===== config.mk =====
export PLATFORM = sky130hd
export DESIGN_NAME = boot_reset_seq
export DESIGN_NICKNAME = d
export VERILOG_FILES = /design/src/rtl/boot_rst_pkg.sv /design/src/rtl/strap_latch.sv /design/src/rtl/rst_src_arb.sv /design/src/rtl/rst_sequencer.sv /design/src/rtl/boot_reset_seq.sv
export SDC_FILE = /design/constraint.sdc
export NUM_CORES = 1
export LEC_CHECK = 0
export BUFFER_PORTS_ARGS = -buffer_cell sky130_fd_sc_hd__buf_4
export CORE_MARGIN = 2
export CORE_UTILIZATION = 51
export DETAILED_ROUTE_END_ITERATION = 12
export PLACE_DENSITY = 0.79
export REMOVE_ABC_BUFFERS = 1
export SETUP_SLACK_MARGIN = 0.02
export SLEW_MARGIN = 25
export SYNTH_ARGS = -nofsm -noshare
export SYNTH_HDL_FRONTEND = slang
export SYNTH_SLANG_ARGS = --single-unit
export TNS_END_PERCENT = 100

===== constraint.sdc =====
create_clock -name ref_clk -period 1.7 [get_ports ref_clk]
set_clock_uncertainty 0.1 [all_clocks]
set_input_delay 0.255 -clock ref_clk [delete_from_list [all_inputs] [get_ports ref_clk]]
set_output_delay 0.255 -clock ref_clk [all_outputs]
set_load 0.01 [all_outputs]

===== src/rtl/boot_rst_pkg.sv =====
`timescale 1ns/1ps
// Shared constants and types for the boot strap latch and reset sequencer.
// Assumes a fixed seven-bit strap group with the field layout below.
package boot_rst_pkg;
    localparam int STRAP_W       = 7;
    localparam int BOOT_DEV_LSB  = 0;
    localparam int BOOT_DEV_W    = 3;
    localparam int IO_VOLT_BIT   = 3;
    localparam int PLL_STRAP_BIT = 4;
    localparam int DBG_SEL_LSB   = 5;
    localparam int DBG_SEL_W     = 2;

    typedef enum logic [2:0] {
        CAUSE_POR = 3'd0,
        CAUSE_PIN = 3'd1,
        CAUSE_DBG = 3'd2,
        CAUSE_WDT = 3'd3,
        CAUSE_SW  = 3'd4
    } rst_cause_e;

    typedef enum logic [1:0] {
        SEQ_HOLD = 2'd0,
        SEQ_LOCK = 2'd1,
        SEQ_RUN  = 2'd2
    } seq_state_e;
endpackage


===== src/rtl/strap_latch.sv =====
`timescale 1ns/1ps
// Synchronizes the strap inputs and captures them once, SAMPLE_DLY edges
// after power-on reset release. Assumes straps are stable around the sample.
module strap_latch #(
    parameter int STRAP_W     = 7,
    parameter int SAMPLE_DLY  = 4,
    parameter int SYNC_STAGES = 2
) (
    input  logic               clk,
    input  logic               rst_n,
    input  logic [STRAP_W-1:0] strap_in,
    output logic [STRAP_W-1:0] strap_q,
    output logic               valid
);
    localparam int CNT_W = $clog2(SAMPLE_DLY + 1);

    logic [STRAP_W-1:0] sync_q [SYNC_STAGES];
    logic [CNT_W-1:0]   cnt_q;

    genvar g;
    generate
        for (g = 0; g < SYNC_STAGES; g++) begin : g_sync
            // One synchronizer stage for the strap bus.
            always_ff @(posedge clk) begin
                if (!rst_n) sync_q[g] <= '0;
                else if (g == 0) sync_q[g] <= strap_in;
                else sync_q[g] <= sync_q[(g == 0) ? 0 : g-1];
            end
        end
    endgenerate

    // Count edges after release and capture the synchronized straps once.
    always_ff @(posedge clk) begin
        if (!rst_n) begin
            cnt_q   <= '0;
            valid   <= 1'b0;
            strap_q <= '0;
        end else if (!valid) begin
            if (cnt_q == CNT_W'(SAMPLE_DLY - 1)) begin
                strap_q <= sync_q[SYNC_STAGES-1];
                valid   <= 1'b1;
            end else begin
                cnt_q <= cnt_q + 1'b1;
            end
        end
    end
endmodule


===== src/rtl/rst_src_arb.sv =====
`timescale 1ns/1ps
// Collects the non-power-on reset sources, synchronizes the external pin
// and records the cause by priority. Assumes the request inputs are synchronous.
module rst_src_arb
    import boot_rst_pkg::*;
#(
    parameter int SYNC_STAGES = 2
) (
    input  logic       clk,
    input  logic       rst_n,
    input  logic       pin_n,
    input  logic       dbg_req,
    input  logic       wdt_req,
    input  logic       sw_req,
    output logic       any_active,
    output rst_cause_e cause
);
    logic [SYNC_STAGES-1:0] pin_sr;
    logic                   pin_act;

    // Two-or-more flop synchronizer on the external pin; idles deasserted.
    always_ff @(posedge clk) begin
        if (!rst_n) pin_sr <= '1;
        else        pin_sr <= {pin_sr[SYNC_STAGES-2:0], pin_n};
    end

    // Merge all system reset sources into one hold request.
    always_comb begin
        pin_act    = !pin_sr[SYNC_STAGES-1];
        any_active = pin_act || dbg_req || wdt_req || sw_req;
    end

    // Record the highest-priority active source; power-on clears to POR.
    always_ff @(posedge clk) begin
        if (!rst_n)       cause <= CAUSE_POR;
        else if (pin_act) cause <= CAUSE_PIN;
        else if (wdt_req) cause <= CAUSE_WDT;
        else if (dbg_req) cause <= CAUSE_DBG;
        else if (sw_req)  cause <= CAUSE_SW;
    end
endmodule


===== src/rtl/rst_sequencer.sv =====
`timescale 1ns/1ps
// Holds the primary CPU in reset for MIN_HOLD quiet edges, then waits for
// PLL lock if the PLL is enabled. Assumes pll_en is stable once straps are valid.
module rst_sequencer
    import boot_rst_pkg::*;
#(
    parameter int MIN_HOLD = 16
) (
    input  logic clk,
    input  logic rst_n,
    input  logic straps_ok,
    input  logic sys_active,
    input  logic pll_en,
    input  logic pll_lock,
    output logic cpu_rst_n
);
    localparam int CNT_W = $clog2(MIN_HOLD + 1);

    seq_state_e       state_q;
    logic [CNT_W-1:0] cnt_q;

    // Release state machine: hold, optional lock wait, run.
    always_ff @(posedge clk) begin
        if (!rst_n) begin
            state_q <= SEQ_HOLD;
            cnt_q   <= '0;
        end else if (!straps_ok || sys_active) begin
            state_q <= SEQ_HOLD;
            cnt_q   <= '0;
        end else begin
            case (state_q)
                SEQ_HOLD: begin
                    if (cnt_q == CNT_W'(MIN_HOLD - 1)) begin
                        state_q <= pll_en ? SEQ_LOCK : SEQ_RUN;
                        cnt_q   <= '0;
                    end else begin
                        cnt_q <= cnt_q + 1'b1;
                    end
                end
                SEQ_LOCK: if (pll_lock) state_q <= SEQ_RUN;
                default:  state_q <= SEQ_RUN;
            endcase
        end
    end

    // The reset output is a decode of the registered state.
    assign cpu_rst_n = (state_q == SEQ_RUN);
endmodule


===== src/rtl/boot_reset_seq.sv =====
`timescale 1ns/1ps
// Top of the boot strap latch and reset sequencer: captures straps, decodes
// them, selects the system clock and sequences the primary CPU reset.
// Assumes all logic runs on the reference clock.
module boot_reset_seq
    import boot_rst_pkg::*;
#(
    parameter int SAMPLE_DLY  = 4,
    parameter int SYNC_STAGES = 2,
    parameter int MIN_HOLD    = 16
) (
    input  logic               ref_clk,
    input  logic               por_n,
    input  logic [STRAP_W-1:0] strap_in,
    input  logic               ext_rst_n,
    input  logic               dbg_rst_req,
    input  logic               wdt_rst_req,
    input  logic               sw_rst_req,
    input  logic               pll_clk,
    input  logic               pll_lock,
    output logic [STRAP_W-1:0] strap_status,
    output logic               strap_valid,
    output logic [2:0]         boot_dev_sel,
    output logic               io_volt_mode,
    output logic [1:0]         dbg_chain_sel,
    output logic               pll_en,
    output logic               sys_clk,
    output logic [2:0]         rst_cause,
    output logic               cpu0_rst_n
);
    logic       sys_active;
    rst_cause_e cause;

    strap_latch #(
        .STRAP_W    (STRAP_W),
        .SAMPLE_DLY (SAMPLE_DLY),
        .SYNC_STAGES(SYNC_STAGES)
    ) u_latch (
        .clk     (ref_clk),
        .rst_n   (por_n),
        .strap_in(strap_in),
        .strap_q (strap_status),
        .valid   (strap_valid)
    );

    rst_src_arb #(
        .SYNC_STAGES(SYNC_STAGES)
    ) u_arb (
        .clk       (ref_clk),
        .rst_n     (por_n),
        .pin_n     (ext_rst_n),
        .dbg_req   (dbg_rst_req),
        .wdt_req   (wdt_rst_req),
        .sw_req    (sw_rst_req),
        .any_active(sys_active),
        .cause     (cause)
    );

    rst_sequencer #(
        .MIN_HOLD(MIN_HOLD)
    ) u_seq (
        .clk       (ref_clk),
        .rst_n     (por_n),
        .straps_ok (strap_valid),
        .sys_active(sys_active),
        .pll_en    (pll_en),
        .pll_lock  (pll_lock),
        .cpu_rst_n (cpu0_rst_n)
    );

    // Field decode of the captured straps and the clock-source selection.
    always_comb begin
        boot_dev_sel  = strap_status[BOOT_DEV_LSB +: BOOT_DEV_W];
        io_volt_mode  = strap_status[IO_VOLT_BIT];
        dbg_chain_sel = strap_status[DBG_SEL_LSB +: DBG_SEL_W];
        pll_en        = strap_status[PLL_STRAP_BIT];
        sys_clk       = pll_en ? pll_clk : ref_clk;
        rst_cause     = cause;
    end
endmodule


==> results of run 1 <==
-- kinds of logic after synthesis --
group                    Yosys count  share of synthesized area, %
buffers and inverters             15                          6.16
XOR/XNOR                           2                          1.27
AO/OA/AOI/OAI                     15                          7.70
multiplexers                       8                          5.89
adder cells (fa/ha/maj)            3                          2.72
AND/OR/NAND/NOR                   49                          22.6
flip-flops                        37                          53.6
-- metrics by stage --
step                      setup slack, ns  util, %  setup TNS (ns)  instances  hold WS [ns]
after CTS                          -0.130     72.6          -0.130        205       0.00404
after global placement            -0.0578     64.2          -0.360        184         0.291
after detailed placement           -0.104     64.2          -0.669        184         0.295
after floorplan                    0.0424        -               0        118         0.228
-- timing repair --
action | in CTS
resized for setup | 2
endpoints found under the setup margin | 8
endpoints found under the hold margin | 11
hold buffers | 11
pin swaps | 0
-- per-layer routing --
metal | track usage, % | GRT overflow
met3 | 7.91 | 0
met5 | 0 | 0
met4 | 44600 | 131000
met2 | 30.1 | 0
met1 | 19.0 | 0
==> flow_metrics.env, run 1 <==
export IMPL_dpl_instance_area_um2=1620
export IMPL_portBuffers=34
export IMPL_lastStage="global routing"
export IMPL_ys_types=33
export IMPL_ys_flop_type="dfxtp_1"
export IMPL_yosysSeqAreaShare_pct=53.6
export IMPL_synth_seq_cells=37
export IMPL_grt_remaining_overflow=131000
export IMPL_synth_top_area_share_pct=53.6
export IMPL_synthesis_area_um2=1380
export IMPL_grt_max_degree=31
export IMPL_die_h_um=56.0
export IMPL_synthesis_instances=129
export IMPL_firstError="[ERROR GRT-0232] Routing congestion too high. Check the congestion heatmap in the GUI."
export IMPL_io_pins=35
export IMPL_cts_setup_buffers=0
export IMPL_grtUsageTotal_pct=6380
export IMPL_synth_edf_count=0
export IMPL_avgSynthCellArea_um2=10.7
export IMPL_initial_core_util_pct=54.8
export IMPL_synth_most_common_cell="dfxtp_1"
export IMPL_die_w_um=56.0
export IMPL_globalplace_congestion=0.672
export IMPL_yosysTopAreaCell="dfxtp_1"
export IMPL_synthTopCellsByCount="dfxtp_1 (37), and2_1 (15), nor2b_1 (10)"
export IMPL_ys_warn_count=0
export IMPL_synthArstFlopShare_pct=0
export IMPL_hpwl_um=1610
export IMPL_ys_top_cells_by_area="dfxtp_1 (54%), and2_1 (6.8%), mux2i_1 (5.1%)"
export IMPL_num_rows=18
export IMPL_status="aborted with a tool error"
==> run 2, diff against run 1 <==
--- a/config.mk
+++ b/config.mk
@@ -6,12 +6,11 @@
 export NUM_CORES = 1
 export LEC_CHECK = 0
 export BUFFER_PORTS_ARGS = -buffer_cell sky130_fd_sc_hd__buf_4
-export CORE_MARGIN = 2
-export CORE_UTILIZATION = 51
+export CORE_AREA = 2 2 63 65
 export DETAILED_ROUTE_END_ITERATION = 12
-export PLACE_DENSITY = 0.79
+export DIE_AREA = 0 0 65 67
+export PLACE_DENSITY_LB_ADDON = 0.15
 export REMOVE_ABC_BUFFERS = 1
-export SETUP_SLACK_MARGIN = 0.02
 export SLEW_MARGIN = 25
 export SYNTH_ARGS = -nofsm -noshare
 export SYNTH_HDL_FRONTEND = slang
==> run 2 against run 1 <==
The run now ends clean. Synthesized cell count did not move. Synthesized area did not move.
==> flow_metrics.env, run 2 <==
export IMPL_status="complete, no violations"
export IMPL_cts_setup_buffers=0
export IMPL_largest_reg_flops=14
export IMPL_final_common_cell="dfxtp_1"
export IMPL_end_kind="output port"
export IMPL_grtUsageTotal_pct=13.0
export IMPL_clkSlewWorstSetupHoldPaths_ns=0.07
export IMPL_grt_max_degree=31
export IMPL_synth_edf_count=0
export IMPL_globalplace_congestion=0.802
export IMPL_synthesis_instances=129
export IMPL_path_class="clk -> out"
export IMPL_yosysTopAreaCell="dfxtp_1"
export IMPL_ys_types=33
export IMPL_worstReg2RegStart="u_latch.cnt_q[0]$_SDFFE_PN0P_"
export IMPL_ys_flop_type="dfxtp_1"
export IMPL_max_cap_violations=0
export IMPL_detail_route_wl_per_cell_um=11.2
export IMPL_ys_warn_count=0
export IMPL_antenna_cells=0
export IMPL_worstPathArrival_ns=1.32
export IMPL_synthArstFlopShare_pct=0
export IMPL_regMostFlops="u_latch.sync_q"
export IMPL_drive_gt1_share_pct=29.3
export IMPL_top_regs="u_latch.sync_q: 14 flops, u_latch.strap_q: 7 flops, u_seq.cnt_q: 5 flops"
export IMPL_drtIter0Drc=50
export IMPL_core_area_um2=3610
export IMPL_drcViolationCount=0
export IMPL_setup_ws_ns=0.0213
export IMPL_drtAntennaViolNets=0
export IMPL_num_rows=22
export IMPL_place_ws_ns=0.120
export IMPL_reg2reg_slack_ns=0.16
export IMPL_synth_most_common_cell="dfxtp_1"
export IMPL_p_per_area_nw_per_um2=1140
export IMPL_worstHoldStart="sw_rst_req"
export IMPL_crit_path_max_fanout=2
export IMPL_die_w_um=65
export IMPL_initial_core_util_pct=38.3
export IMPL_worst_r2r_cell_count=5
export IMPL_synth_seq_cells=37
export IMPL_crit_required_ns=1.34
export IMPL_io_pins=35
export IMPL_fp_dieArea_um2=4360
export IMPL_synthesis_area_um2=1380
export IMPL_hpwl_um=1580
export IMPL_cts_tree="yes"
export IMPL_slew_headroom_pct=76.7
export IMPL_insertion_delay_ns=0.39
export IMPL_nets=191
export IMPL_reg2reg_to="u_latch.cnt_q[0]$_SDFFE_PN0P_"
export IMPL_syn_to_final_growth_pct=36.2
export IMPL_grt_pass1_wl_um=4020
export IMPL_synth_top_area_share_pct=53.6
export IMPL_whs_path_depth=3
export IMPL_power_leakage_nw=0.820
export IMPL_via_count=968
export IMPL_min_path_type="in -> reg"
export IMPL_hold_viol=0
export IMPL_worst_pin_slew_ns=0.348
export IMPL_fin_util_pct=52.2
export IMPL_antenna_found_initial=0
export IMPL_first_pass_iters=4
export IMPL_peakVddDrop_uv=483
export IMPL_rsz0062_at_grt="false"
export IMPL_setup_tns_ns=0
export IMPL_portBuffers=34
export IMPL_finalSetupViolations=0
export IMPL_whs_endpoint="u_arb.cause[1]$_SDFFE_PN0P_"
export IMPL_die_h_um=67
export IMPL_slew_viol_final=0
export IMPL_finalWirelength_um=2490
export IMPL_grt_pass1_vias=927
export IMPL_ys_top_cells_by_area="dfxtp_1 (54%), and2_1 (6.8%), mux2i_1 (5.1%)"
export IMPL_synthTopCellsByCount="dfxtp_1 (37), and2_1 (15), nor2b_1 (10)"
export IMPL_hold_ws_ns=0.0531
export IMPL_crit_path_start_kind="clock port"
export IMPL_avgViaCountPerCell=4.36
export IMPL_yosysSeqAreaShare_pct=53.6
export IMPL_avgSynthCellArea_um2=10.7
export IMPL_layout_common_cells="dfxtp_1 (37), buf_4 (34), and2_1 (15)"
export IMPL_grt_remaining_overflow=0
run 2: cell counts after synthesis:
No cell type changed its count.
run 2: area by class of cell:
class / count / area (µm²)
fillers: 320 / 1720
well taps: 48 / 60.1
clock inverters: 1 / 5.00
clock buffers: 10 / 136
repair buffers: 45 / 365
flip-flops and latches: 37 / 741
multi-input cells: 77 / 559
inverters: 4 / 15.0
run 2: cell families after synthesis:
kind of cell             Yosys count  synth area share (%)
XOR/XNOR                           2                  1.27
buffers and inverters             15                  6.16
multiplexers                       8                  5.89
AND/OR/NAND/NOR                   49                  22.6
adder cells (fa/ha/maj)            3                  2.72
AO/OA/AOI/OAI                     15                  7.70
flip-flops                        37                  53.6
run 2: how the worst max path moves through the flow:
stage	startpoint	to	depth (start not counted)
floorplan	u_latch.cnt_q[0]$_SDFFE_PN0P_	u_latch.strap_q[0]$_SDFFE_PN0P_	5
global placement	ref_clk	sys_clk	2
detailed placement	ref_clk	sys_clk	2
CTS	ref_clk	sys_clk	3
global route	u_latch.strap_q[4]$_SDFFE_PN0P_	sys_clk	2
finish	ref_clk	sys_clk	3
run 2: critical path: stages:
cell and delay (ns):
buf_8 0.09, mux2_4 0.26, buf_6 0.12
run 2: per-stage QoR:
step | cells | area, µm² | total power, W
floorplan | 118 | 1310 | 0.00118
detailed placement | 201 | 1630 | 0.00132
global route | 222 | 1880 | 0.00227
CTS | 221 | 1870 | 0.00217
global placement | 201 | 1630 | 0.00131
finish | 222 | 1880 | 0.00215
run 2: timing repair:
| action | CTS | global route |
|---|---|---|
| endpoints found under the hold margin | 9 | 1 |
| resized for setup | 2 | 1 |
| pin swaps | 0 | 0 |
| hold buffers | 10 | 1 |
| endpoints found under the setup margin | 1 | 1 |
run 2: layer usage:
layer  GRT usage (%)  vias to the layer above  part of all wire (%)
met5               0                        -                     0
met4            8.24                        0                   2.0
met3            8.28                        7                   5.9
met2            19.5                       19                    49
met1            13.5                      430                    43
li1                -                      512                     -
run 2: power by group:
| part | internal (W) | leakage (nW) | total, W | switching (W) |
|---|---|---|---|---|
| combinational | 0.000154 | 0.435 | 0.000276 | 0.000122 |
| sequential | 0.000934 | 0.303 | 0.000972 | 0.0000379 |
| clock | 0.000551 | 0.0817 | 0.000903 | 0.000352 |
No activity file was read; power rests on OpenSTA's default activity.
==> run 3, diff against run 2 <==
--- a/config.mk
+++ b/config.mk
@@ -7,6 +7,7 @@
 export LEC_CHECK = 0
 export BUFFER_PORTS_ARGS = -buffer_cell sky130_fd_sc_hd__buf_4
 export CORE_AREA = 2 2 63 65
+export CTS_BUF_LIST = sky130_fd_sc_hd__clkbuf_4
 export DETAILED_ROUTE_END_ITERATION = 12
 export DIE_AREA = 0 0 65 67
 export PLACE_DENSITY_LB_ADDON = 0.15
@@ -14,5 +15,6 @@
 export SLEW_MARGIN = 25
 export SYNTH_ARGS = -nofsm -noshare
 export SYNTH_HDL_FRONTEND = slang
+export SYNTH_HIERARCHICAL = 1
 export SYNTH_SLANG_ARGS = --single-unit
 export TNS_END_PERCENT = 100
==> constraint.sdc (replaced) <==
create_clock -name ref_clk -period 2.03 [get_ports ref_clk]
set_clock_uncertainty 0.1 [all_clocks]
set_input_delay 0.3045 -clock ref_clk [delete_from_list [all_inputs] [get_ports ref_clk]]
set_output_delay 0.3045 -clock ref_clk [all_outputs]
set_load 0.01 [all_outputs]
==> run 3 against run 2 <==
Worst hold slack improved by 0.0067 ns. First-iteration DRC count up 16%. Sequential share of layout area up 0.75 points. Combinational power is 29% lower. Total power shrank 25%. Non-clock buffer count shrank 1. Clock-buffer cell count down 2. Sequential cell count unchanged. Critical path depth is the same. Highest routed layer unchanged.
==> flow_metrics.env, run 3 <==
export IMPL_status="complete, no violations"
export IMPL_grt_pass1_vias=975
export IMPL_hold_ws_ns=0.0599
export IMPL_ys_top_cells_by_area="dfxtp_1 (52%), and2_1 (6.2%), mux2i_1 (5.0%)"
export IMPL_avgViaCountPerCell=4.54
export IMPL_cp_top_family="multiplexers"
export IMPL_ys_warn_count=6
export IMPL_insertion_delay_ns=0.43
export IMPL_grt_remaining_overflow=0
export IMPL_register_area_um2=741
export IMPL_p_int_w=0.00124
export IMPL_worstReg2RegStart="u_latch/cnt_q[0]$_SDFFE_PN0P_"
export IMPL_synthArstFlopShare_pct=0
export IMPL_antenna_cells=0
export IMPL_portBuffers=34
export IMPL_p_per_area_nw_per_um2=876
export IMPL_hpwl_um=1660
export IMPL_initial_core_util_pct=39.2
export IMPL_path_buf_inv=2
export IMPL_synthTopCellsByCount="dfxtp_1 (37), nand2_1 (18), and2_1 (14)"
export IMPL_crit_required_ns=1.63
export IMPL_crit_path_max_fanout=2
export IMPL_cp_startpoint="ref_clk"
export IMPL_power_frac_comb_pct=12.2
export IMPL_syn_to_final_growth_pct=30.5
export IMPL_seq_power_share_pct=49.8
export IMPL_worstHoldStart="sw_rst_req"
export IMPL_crit_chain="clkbuf_4, mux2_4, buf_6"
export IMPL_rsz0062_at_grt="false"
export IMPL_globalplace_congestion=0.740
export IMPL_max_cap_violations=0
export IMPL_grtUsageMet2_pct=20.7
export IMPL_min_path_type="in -> reg"
export IMPL_worst_pin_slew_ns=0.481
export IMPL_ys_types=35
export IMPL_cts_tree="yes"
export IMPL_grtUsageTotal_pct=12.8
export IMPL_io_pins=35
export IMPL_num_fill_cells=341
export IMPL_yosysSeqAreaShare_pct=52.3
export IMPL_slew_viol_final=0
export IMPL_num_rows=22
export IMPL_hold_viol=0
export IMPL_p_switching_w=0.000377
export IMPL_grt_busiest_layer="met2"
export IMPL_largest_reg_flops=14
export IMPL_fp_dieArea_um2=4360
export IMPL_met3_usage_pct=6.08
export IMPL_clkSlewWorstSetupHoldPaths_ns=0.10
export IMPL_peakVddDrop_uv=436
export IMPL_drive_gt1_share_pct=28.3
export IMPL_synth_most_common_cell="dfxtp_1"
export IMPL_top_regs="u_latch/sync_q: 14 flops, u_latch/strap_q: 7 flops, u_seq/cnt_q: 5 flops"
export IMPL_synth_edf_count=0
export IMPL_die_h_um=67
export IMPL_p_sw_share_pct=23.3
export IMPL_first_pass_iters=4
export IMPL_crit_path_start_kind="clock port"
export IMPL_slowest_delay_ns=0.26
export IMPL_path_class="clk -> out"
export IMPL_worstPathArrival_ns=1.51
export IMPL_multi_input_area_um2=581
export IMPL_drcViolationCount=0
export IMPL_use_met1_pct=13.0
export IMPL_worst_path_max_delay_cell="mux2_4"
export IMPL_grt_pass1_wl_um=4040
export IMPL_drtIter0Drc=58
export IMPL_yosysTopAreaCell="dfxtp_1"
export IMPL_synth_seq_cells=37
export IMPL_setup_tns_ns=0
export IMPL_core_area_um2=3610
export IMPL_synthesis_instances=138
export IMPL_end_kind="output port"
export IMPL_nets=198
export IMPL_finalWirelength_um=2480
export IMPL_slew_headroom_pct=67.8
export IMPL_p_clk_share_pct=38.0
export IMPL_avgSynthCellArea_um2=10.3
export IMPL_power_leakage_nw=0.799
export IMPL_synthesis_area_um2=1420
export IMPL_synth_top_area_share_pct=52.3
export IMPL_antenna_found_initial=0
export IMPL_final_common_cell="dfxtp_1"
export IMPL_via_count=1036
export IMPL_layout_common_cells="dfxtp_1 (37), buf_4 (34), nand2_1 (18)"
export IMPL_ys_flop_type="dfxtp_1"
export IMPL_finalSetupViolations=0
export IMPL_die_w_um=65
export IMPL_detail_route_wl_per_cell_um=10.9
export IMPL_regMostFlops="u_latch/sync_q"
export IMPL_drtAntennaViolNets=0
export IMPL_grt_max_degree=26
## run 3: changes by cell type in the layout (fill, tap and decap cells not counted), moves of 2 or more
cell / delta
a21boi_1: +2
nor2b_1: -8
nand2b_1: -3
or3_1: +2
or2b_1: +2
nand3b_1: +2
nand2_1: +13
clkbuf_8: -8
clkbuf_4: +7
o21a_1: +2
## run 3: path summary, 6_finish.rpt
check        slack [ns]                               to  cells past startpoint
max                0.12                          sys_clk                      3
min                0.06      u_arb/cause[1]$_SDFFE_PN0P_                      3
max reg2reg        0.35  u_latch/strap_q[3]$_SDFFE_PN0P_                      4
min reg2reg        0.32       u_arb/pin_sr[1]$_SDFF_PN1_                      1
## run 3: cell type report
type                       count  area share, %
sequential                    37           40.1
clock buffer                   8           3.46
timing repair buffer          44           19.2
clock inverter                 2           1.90
tap                           48           3.25
inverter                       3          0.610
multi-input combinational     86           31.4
## run 3: what timing repair did
| item | 4_1_cts | 5_1_grt |
|---|---|---|
| hold endpoints to repair | 9 | 0 |
| gates resized for setup | 1 | 0 |
| setup buffers | 0 | 0 |
| setup endpoints to repair | 1 | 0 |
| hold buffers | 10 | 0 |
## run 3: stage by stage
stage                     cells  power (W)  cell area, µm²  utilization, %  setup WS (ns)
final                       228    0.00162            1850            51.2          0.120
after global routing        228    0.00171            1850            51.2          0.114
after CTS                   228    0.00165            1850            51.2          0.114
after detailed placement    209    0.00107            1660            45.9          0.227
after global placement      209    0.00106            1660            45.9          0.227
after floorplan             126   0.000962            1330               -          0.342
## run 3: cell families (layout without fill, tap and decap cells)
logic type                 after synthesis  after routing  share of synthesized area (%)
and+or+nand+nor                         55             55                           22.6
DFF                                     37             37                           52.3
AOI/OAI and AO/OA                       19             19                           9.11
buffers and inverters                   15             57                           6.63
muxes                                    8              8                           6.01
adders and majority gates                3              3                           2.65
xor gates and xnor gates                 1              1                          0.619
## run 3: per-layer routing
| metal | wire [µm] | share of wire (%) |
|---|---|---|
| met1 | 1040 | 42 |
| met2 | 1240 | 50 |
| met3 | 134 | 5.4 |
| met4 | 66 | 2.7 |
| met5 | 0 | 0 |
## run 3: worst register-to-register path: stages, from the launching register on
cell,delay (ns)
dfxtp_1,0.36
ha_1,0.17
ha_1,0.27
nor2b_2,0.49
mux2i_1,0.24
## run 3: power groups by stage
stage / Clock (W) / Sequential, W / Combinational [W]
detailed placement: 0.0000702 / 0.000822 / 0.000183
global route: 0.000683 / 0.000812 / 0.000217
CTS: 0.000645 / 0.000805 / 0.000198
global placement: 0.0000702 / 0.000818 / 0.000171
finish: 0.000615 / 0.000805 / 0.000197
floorplan: 0.0000425 / 0.000821 / 0.0000981
==> run 4, diff against run 3 <==
--- a/config.mk
+++ b/config.mk
@@ -6,10 +6,10 @@
 export NUM_CORES = 1
 export LEC_CHECK = 0
 export BUFFER_PORTS_ARGS = -buffer_cell sky130_fd_sc_hd__buf_4
-export CORE_AREA = 2 2 63 65
+export CORE_MARGIN = 2
+export CORE_UTILIZATION = 39
 export CTS_BUF_LIST = sky130_fd_sc_hd__clkbuf_4
 export DETAILED_ROUTE_END_ITERATION = 12
-export DIE_AREA = 0 0 65 67
 export PLACE_DENSITY_LB_ADDON = 0.15
 export REMOVE_ABC_BUFFERS = 1
 export SLEW_MARGIN = 25
==> run 4 against run 3 <==
Routed wire length fell by 3.4%. First-iteration DRC count fell by 17%. Total power rose by 0.39%. Critical path depth did not move. Sequential share of layout area rose by 0.082 points.
==> flow_metrics.env, run 4 (synthesized netlist as in run 3, its figures left out) <==
export IMPL_p_switching_w=0.000367
export IMPL_end_kind="output port"
export IMPL_drtIter0Drc=48
export IMPL_portBuffers=34
export IMPL_rsz0062_at_grt="false"
export IMPL_fp_dieArea_um2=4130
export IMPL_num_rows=21
export IMPL_wl_met1_um=995
export IMPL_p_sw_share_pct=22.6
export IMPL_total_power_w=0.00162
export IMPL_p_clk_share_pct=38.7
export IMPL_drtAntennaViolNets=0
export IMPL_finalSetupViolations=0
export IMPL_insertion_delay_ns=0.43
export IMPL_hold_viol=0
export IMPL_detail_route_wl_per_cell_um=10.6
export IMPL_slew_headroom_pct=69.2
export IMPL_top_regs="u_latch/sync_q: 14 flops, u_latch/strap_q: 7 flops, u_seq/cnt_q: 5 flops"
export IMPL_clkSlewWorstSetupHoldPaths_ns=0.10
export IMPL_syn_to_final_growth_pct=30.2
export IMPL_setup_tns_ns=0
export IMPL_avgViaCountPerCell=4.53
export IMPL_cts_tree="yes"
export IMPL_seq_power_share_pct=49.5
export IMPL_regMostFlops="u_latch/sync_q"
export IMPL_status="complete, no violations"
export IMPL_max_cap_violations=0
export IMPL_finalWirelength_um=2400
export IMPL_worst_pin_slew_ns=0.460
export IMPL_nets=197
export IMPL_peakVddDrop_uv=511
export IMPL_globalplace_congestion=0.669
export IMPL_wl_met2_um=1250
export IMPL_fin_util_pct=54.0
export IMPL_grt_pass1_wl_um=4220
export IMPL_via_count=1024
export IMPL_initial_core_util_pct=41.4
export IMPL_antenna_cells=0
export IMPL_core_area_um2=3420
export IMPL_crit_chain="clkbuf_4, mux2_4, buf_6"
export IMPL_drcViolationCount=0
export IMPL_first_pass_iters=4
export IMPL_power_leakage_nw=0.797
export IMPL_slowest_delay_ns=0.26
export IMPL_slew_viol_final=0
export IMPL_hpwl_um=1600
export IMPL_crit_path_max_fanout=2
export IMPL_grt_pass1_vias=1015
export IMPL_worstPathArrival_ns=1.50
export IMPL_power_frac_comb_pct=11.7
export IMPL_path_class="clk -> out"
export IMPL_layout_common_cells="dfxtp_1 (37), buf_4 (33), nand2_1 (18)"
export IMPL_io_pins=35
export IMPL_antenna_found_initial=0
export IMPL_num_fill_cells=318
export IMPL_die_h_um=64.2
export IMPL_crit_path_start_kind="clock port"
export IMPL_drive_gt1_share_pct=27.8
export IMPL_dr_max_layer_used="met4"
export IMPL_final_common_cell="dfxtp_1"
export IMPL_grt_remaining_overflow=0
export IMPL_grtUsageTotal_pct=13.8
export IMPL_p_per_area_nw_per_um2=881
export IMPL_worst_path_max_delay_cell="mux2_4"
export IMPL_p_int_w=0.00126
export IMPL_wl_met3_um=106
export IMPL_largest_reg_flops=14
export IMPL_die_w_um=64.2
export IMPL_crit_required_ns=1.63
export IMPL_min_path_type="in -> reg"
export IMPL_grt_max_degree=39
-- run 4: changes by cell type in the layout (fill, tap and decap cells not counted), sizes merged --
| cell | previous run | this run |
|---|---|---|
| buf | 35 | 34 |
| clkbuf | 7 | 8 |
-- run 4: layout make-up --
cell class | count | area, µm² | area share, %
Clock buffer | 9 | 71.3 | 3.87
Timing Repair Buffer | 43 | 348 | 18.9
Multi-Input combinational cell | 86 | 581 | 31.5
Tap cell | 46 | 57.6 | 3.12
Inverter | 3 | 11.3 | 0.611
Clock inverter | 2 | 33.8 | 1.83
Sequential cell | 37 | 741 | 40.2
-- run 4: per-stage QoR --
step                      area (µm²)  hold slack (ns)  instances  setup slack, ns
after global placement          1650            0.294        206            0.227
after CTS                       1840           0.0360        226            0.120
after floorplan                 1330            0.276        126            0.342
after global routing            1840           0.0367        226            0.116
after detailed placement        1650            0.301        206            0.227
final                           1840           0.0697        226            0.124
-- run 4: metal layers --
layer	global-route usage (%)	vias up
li1	-	541
met1	13.2	460
met2	24.2	18
met3	5.28	5
met4	9.57	0
met5	0	-
-- run 4: final timing paths --
kind                                                    start                              end  slack (ns)  cells past startpoint
worst max-delay path                                  ref_clk                          sys_clk        0.12                      3
worst min-delay path                              dbg_rst_req      u_arb/cause[1]$_SDFFE_PN0P_        0.07                      3
worst max register to register  u_latch/cnt_q[0]$_SDFFE_PN0P_  u_latch/strap_q[0]$_SDFFE_PN0P_        0.38                      4
worst min register to register     u_arb/pin_sr[0]$_SDFF_PN1_       u_arb/pin_sr[1]$_SDFF_PN1_        0.32                      1
-- run 4: worst max-delay path, delay by kind of cell --
family,cells,cell delay [ns]
buffers and inverters,2,0.23
muxes,1,0.26
-- run 4: power groups by stage --
stage	sequential [W]	combinational, W	clock [W]
6_report	0.000804	0.000191	0.000629
5_1_grt	0.000811	0.000215	0.000698
4_1_cts	0.000804	0.000194	0.000654
3_5_place_dp	0.000821	0.000178	0.0000702
3_3_place_gp	0.000817	0.000168	0.0000702
2_1_floorplan	0.000821	0.0000981	0.0000425
-- run 4: timing repair --
item	in CTS	in global routing
resized for setup	1	0
setup buffers	0	0
endpoints found under the hold margin	10	0
setup endpoints to repair	1	0
hold buffers	10	0
